### src/rtl/ata_strb_pkg.sv
package ata_strb_pkg;

   // field widths of the configuration word
   localparam int TACT_W = 5;
   localparam int TREC_W = 4;
   localparam int TSET_W = 3;

   // field positions (behavioural: software packs the word this way)
   localparam int D_REC_LSB = 0;
   localparam int D_ACT_LSB = 4;
   localparam int R_REC_LSB = 9;
   localparam int R_ACT_LSB = 13;
   localparam int D_SET_LSB = 22;
   localparam int R_SET_LSB = 25;

   localparam int CFG_MIN_W = R_SET_LSB + TSET_W;

   // down-counter must hold the widest field
   localparam int CNT_W = (TACT_W > TREC_W) ?
                          ((TACT_W > TSET_W) ? TACT_W : TSET_W) :
                          ((TREC_W > TSET_W) ? TREC_W : TSET_W);

   typedef enum logic [1:0] {
      PH_IDLE    = 2'd0,
      PH_SETUP   = 2'd1,
      PH_STROBE  = 2'd2,
      PH_RECOVER = 2'd3
   } phase_t;

   typedef struct packed {
      logic [TSET_W-1:0] setup;
      logic [TACT_W-1:0] act;
      logic [TREC_W-1:0] rec;
   } timing_t;

endpackage

### src/rtl/ata_strb_decode.sv
module ata_strb_decode
   import ata_strb_pkg::*;
#(
   parameter int CFG_W = 32
) (
   input  logic [CFG_W-1:0] cfg,
   input  logic             is_reg,
   output timing_t          tim
);

   timing_t data_t;
   timing_t regs_t;

   assign data_t.setup = cfg[D_SET_LSB +: TSET_W];
   assign data_t.act   = cfg[D_ACT_LSB +: TACT_W];
   assign data_t.rec   = cfg[D_REC_LSB +: TREC_W];

   assign regs_t.setup = cfg[R_SET_LSB +: TSET_W];
   assign regs_t.act   = cfg[R_ACT_LSB +: TACT_W];
   assign regs_t.rec   = cfg[R_REC_LSB +: TREC_W];

   assign tim = is_reg ? regs_t : data_t;

   // bits outside the timing fields carry no strobe timing
   logic unused_cfg_bits;
   assign unused_cfg_bits = ^{cfg[CFG_W-1:CFG_MIN_W], cfg[D_SET_LSB-1:R_ACT_LSB+TACT_W]};

endmodule

### src/rtl/ata_strb_seq.sv
module ata_strb_seq
   import ata_strb_pkg::*;
#(
   parameter bit CHAIN_SKIP = 1'b1
) (
   input  logic    clk,
   input  logic    rst_n,
   input  logic    req,
   input  logic    is_reg,
   input  logic    is_wr,
   input  timing_t tim,
   output logic    dior_n,
   output logic    diow_n,
   output logic    busy,
   output logic    done
);

   phase_t           ph_q;
   logic [CNT_W-1:0] cnt_q;
   timing_t          tim_q;
   logic             wr_q;
   logic             last_reg_q;
   logic             follow_q;
   logic             chained;
   logic             accept;
   logic             cnt_zero;

   assign accept   = req && (ph_q == PH_IDLE);
   assign cnt_zero = (cnt_q == '0);
   assign done     = (ph_q == PH_RECOVER) && cnt_zero;
   assign busy     = (ph_q != PH_IDLE);
   assign dior_n   = !((ph_q == PH_STROBE) && !wr_q);
   assign diow_n   = !((ph_q == PH_STROBE) && wr_q);

   if (CHAIN_SKIP) begin : g_chain
      assign chained = follow_q && (is_reg == last_reg_q);
   end else begin : g_nochain
      logic unused_chain;
      assign unused_chain = ^{follow_q, last_reg_q};
      assign chained = 1'b0;
   end

   always_ff @(posedge clk or negedge rst_n) begin
      if (!rst_n) begin
         ph_q       <= PH_IDLE;
         cnt_q      <= '0;
         tim_q      <= '0;
         wr_q       <= 1'b0;
         last_reg_q <= 1'b0;
         follow_q   <= 1'b0;
      end else begin
         follow_q <= done;
         unique case (ph_q)
            PH_IDLE: begin
               if (accept) begin
                  tim_q      <= tim;
                  wr_q       <= is_wr;
                  last_reg_q <= is_reg;
                  if (!chained && (tim.setup != '0)) begin
                     ph_q  <= PH_SETUP;
                     cnt_q <= CNT_W'(tim.setup) - CNT_W'(1);
                  end else begin
                     ph_q  <= PH_STROBE;
                     cnt_q <= CNT_W'(tim.act);
                  end
               end
            end
            PH_SETUP: begin
               if (cnt_zero) begin
                  ph_q  <= PH_STROBE;
                  cnt_q <= CNT_W'(tim_q.act);
               end else begin
                  cnt_q <= cnt_q - CNT_W'(1);
               end
            end
            PH_STROBE: begin
               if (cnt_zero) begin
                  ph_q  <= PH_RECOVER;
                  cnt_q <= CNT_W'(tim_q.rec);
               end else begin
                  cnt_q <= cnt_q - CNT_W'(1);
               end
            end
            PH_RECOVER: begin
               if (cnt_zero) begin
                  ph_q <= PH_IDLE;
               end else begin
                  cnt_q <= cnt_q - CNT_W'(1);
               end
            end
            default: ph_q <= PH_IDLE;
         endcase
      end
   end

endmodule

### src/rtl/ata_strobe_timer.sv
module ata_strobe_timer
   import ata_strb_pkg::*;
#(
   parameter int CFG_W      = 32,
   parameter bit CHAIN_SKIP = 1'b1
) (
   input  logic             clk,
   input  logic             rst_n,
   input  logic [CFG_W-1:0] cfg_word,
   input  logic             req,
   input  logic             req_reg,
   input  logic             req_wr,
   output logic             dior_n,
   output logic             diow_n,
   output logic             busy,
   output logic             done
);

   if (CFG_W < CFG_MIN_W) begin : g_bad_width
      $error("ata_strobe_timer: CFG_W too narrow for timing fields");
   end

   timing_t tim;

   ata_strb_decode #(
      .CFG_W (CFG_W)
   ) i_decode (
      .cfg    (cfg_word),
      .is_reg (req_reg),
      .tim    (tim)
   );

   ata_strb_seq #(
      .CHAIN_SKIP (CHAIN_SKIP)
   ) i_seq (
      .clk    (clk),
      .rst_n  (rst_n),
      .req    (req),
      .is_reg (req_reg),
      .is_wr  (req_wr),
      .tim    (tim),
      .dior_n (dior_n),
      .diow_n (diow_n),
      .busy   (busy),
      .done   (done)
   );

endmodule

### config.mk
export PLATFORM = sky130hd
export DESIGN_NAME = ata_strobe_timer
export DESIGN_NICKNAME = d
export VERILOG_FILES = /design/src/rtl/ata_strb_pkg.sv /design/src/rtl/ata_strb_decode.sv /design/src/rtl/ata_strb_seq.sv /design/src/rtl/ata_strobe_timer.sv
export SDC_FILE = /design/constraint.sdc
export NUM_CORES = 1
export LEC_CHECK = 0
export ABC_AREA = 1
export CAP_MARGIN = 5
export CORE_MARGIN = 8
export CORE_UTILIZATION = 40
export DETAILED_ROUTE_END_ITERATION = 16
export DONT_BUFFER_PORTS = 1
export PLACE_DENSITY = 0.54
export SYNTH_ARGS = -nofsm -noshare
export SYNTH_HDL_FRONTEND = slang
export SYNTH_SLANG_ARGS = --single-unit
export TNS_END_PERCENT = 100
### constraint.sdc
create_clock -name clk -period 2 [get_ports clk]
set_input_delay 0.2 -clock clk [delete_from_list [all_inputs] [get_ports clk]]
set_output_delay 0.2 -clock clk [all_outputs]
set_load 0.01 [all_outputs]
==> impl_metrics.toml <==
[timing]
hold_viol_final = 0
clock_skew_ns = 0.00400
setup_viol = 0
min_period_ns = 1.76
slew_violations = 0
fin_tns_setup_ns = 0
slew_headroom_pct = 41.2
rsz0062_at_grt = "no"
tightest_slew_ns = 0.879
fin_crit_sh_pct = 87.9
fmax_ghz = 0.569

[global_route]
track_usage_pct = 13.3
grt_max_degree = 20
grt_pass1_vias = 1265
grt_pass1_wl_um = 5670
antenna_found_initial = 0
overflow = 0

[floorplan]
ios = 41
start_util_pct = 41.4
die-area_mm2 = 0.00559
design.core.area_mm2 = 0.00334
rows = 21
die_h_um = 74.7
die_w_um = 74.7

[worst_setup_path]
reg2regPathDepth = 9
endpoint_kind = "output pin"
cp-endpoint = "done"
r2r_slack_ns = 0.43
crit_path_start = "i_seq.cnt_q[0]"
r2r-start = "i_seq.ph_q[0]"
cp-start-kind = "flop"
required_ns = 1.80
crit_chain = "inv_1 -> ha_1 -> nand3_4 -> nor2_1"
slowest_stage = "dfrtp_1"
rr_endpoint = "i_seq.cnt_q[3]"
arrival_ns = 1.56
cp_max_fo = 6
crit_type = "flop to output pin"
cpPeakStageDelay_ns = 0.39

[route]
routed_wirelength_um = 3220
drtPass1Iterations = 4
drc = 0
num_vias = 1219
via_per_inst = 4.98
drtIter0Drc = 74
wire_per_inst_um = 13.1
drtAntennaViolNets = 0

[layout]
drive_gt1_share_pct = 10.6
areaGrowthSynthToFinish_pct = 6.71
final_cell_mix = "nand2_1 (67), inv_1 (23), dfrtp_1 (19), o21ai_0 (14)"
diodes = 0
nets = 245
layout_commonest_cell = "nand2_1"
fillers = 362

[clocking]
cts_sinks = 19
cts_resized = 0
clockBufferDepth = 2
h-tree-depth = 1
cts_tree = "yes"
cts.clk_slew.worst_paths_ns = 0.11
cts-root-buf = "clkbuf_4"
clock_latency_ns = 0.30
numCtsBuffers = 3

[power_and_ir_drop]
powerDensity_mw_per_mm2 = 1440
power.leakage_nw = 0.755
power_mw = 2.13
ir_drop_mv = 0.554

[logic_synthesis]
ys_ff_latch = 19
yosys_warnings = 0
synthesis.area_mm2 = 0.00138
syn_area_per_cell_um2 = 7.08
synth_nets = 240
ys_types = 28
netlist_instances = 195
synth_seq_area_share_pct = 34.5

[flow_run]
drv_cap = 0

[place]
io_buffer_count = 0
dp_hpwl_um = 2600
routabilityCongestion = 0.836

[worst_hold_path]
hold_path_class = "input port to flop"

[outcome]
outcome = "completed"
## how the worst min path moves through the flow
| stage | from | to | slack, ns | cells after the start |
|---|---|---|---|---|
| after floorplan | rst_n | i_seq.cnt_q[0] | -0.1 | 0 |
| after global placement | rst_n | i_seq.tim_q[3] | -0.1 | 0 |
| after detailed placement | rst_n | i_seq.tim_q[3] | -0.1 | 0 |
| after CTS | req_reg | i_seq.tim_q[8] | 0.05 | 2 |
| after global routing | req_reg | i_seq.tim_q[8] | 0.06 | 2 |
| final | req_reg | i_seq.tim_q[8] | 0.06 | 2 |
## critical path, delay by kind of cell, from the launching register on
family / cells / cell delay (ns)
buffers and inverters: 1 / 0.09
AND/OR/NAND/NOR: 2 / 0.47
adder cells (fa/ha/maj): 1 / 0.31
flip-flops: 1 / 0.39
## logic make-up (layout without fill, tap and decap cells)
| group | count (synthesis) | after routing | synth area share [%] |
|---|---|---|---|
| AO/OA/AOI/OAI | 30 | 30 | 13.5 |
| adder cells (fa/ha/maj) | 8 | 8 | 7.25 |
| multiplexers | 2 | 2 | 1.45 |
| buffers and inverters | 31 | 35 | 9.34 |
| AND/OR/NAND/NOR | 103 | 103 | 32.7 |
| XOR/XNOR | 2 | 2 | 1.27 |
| flip-flops | 19 | 19 | 34.5 |
## sequential cells by signal (all words and copies together) (netlist names)
name and flops:
i_seq.last_reg_q 1, i_seq.tim_q 9, i_seq.cnt_q 5, i_seq.follow_q 1, i_seq.ph_q 2, i_seq.wr_q 1
## synthesized netlist by cell type (all sizes together)
master / n / area [um2]
nand2: 71 / 277
inv: 27 / 101
dfrtp: 19 / 475
o21ai: 16 / 91.3
nand3: 14 / 87.6
nor2: 13 / 56.3
ha: 8 / 100
a21oi: 5 / 36.3
o22ai: 4 / 25.0
a31oi: 3 / 18.8
buf: 3 / 23.8
nand4: 3 / 18.8
mux2i: 2 / 20.0
o211ai: 2 / 15.0
or2: 2 / 12.5
clkbuf: 1 / 3.75
xnor2: 1 / 8.76
xor2: 1 / 8.76
## metrics by stage
stage | instance area, um2 | cells | hold WS, ns | setup WS [ns] | utilization (%)
3_3_place_gp | 1430 | 239 | -0.0951 | 0.408 | 42.7
3_5_place_dp | 1430 | 239 | -0.0951 | 0.345 | 42.7
2_1_floorplan | 1380 | 195 | -0.0956 | 0.547 | -
4_1_cts | 1470 | 245 | 0.0450 | 0.221 | 44.1
5_1_grt | 1470 | 245 | 0.0582 | 0.103 | 44.1
6_report | 1470 | 245 | 0.0599 | 0.242 | 44.1
## per-layer routing
| layer | global-route usage (%) | routed length (um) |
|---|---|---|
| met4 | 7.39 | 97 |
| met2 | 21.0 | 1470 |
| met5 | 0 | 0 |
| met3 | 3.46 | 183 |
| met1 | 15.9 | 1470 |
## report_power, final
group	total (mW)	internal, mW	switching, mW
Sequential	0.682	0.568	0.114
Clock	0.200	0.0746	0.125
Combinational	1.25	0.461	0.784
Total	2.13	1.10	1.02
## what timing repair did
item | CTS | global route
endpoints found under the hold margin | 20 | 0
hold buffers | 2 | 0
setup buffers | 0 | 0
## layout make-up
| class | count | area [um2] | share of cell area, % |
|---|---|---|---|
| Clock buffer | 3 | 22.5 | 1.53 |
| Clock inverter | 1 | 5.00 | 0.340 |
| Inverter | 27 | 101 | 6.88 |
| Multi-Input combinational cell | 145 | 776 | 52.7 |
| Sequential cell | 19 | 475 | 32.3 |
| Tap cell | 46 | 57.6 | 3.91 |
| Timing Repair Buffer | 4 | 35.0 | 2.38 |
Power figures use the tool's default switching activity.
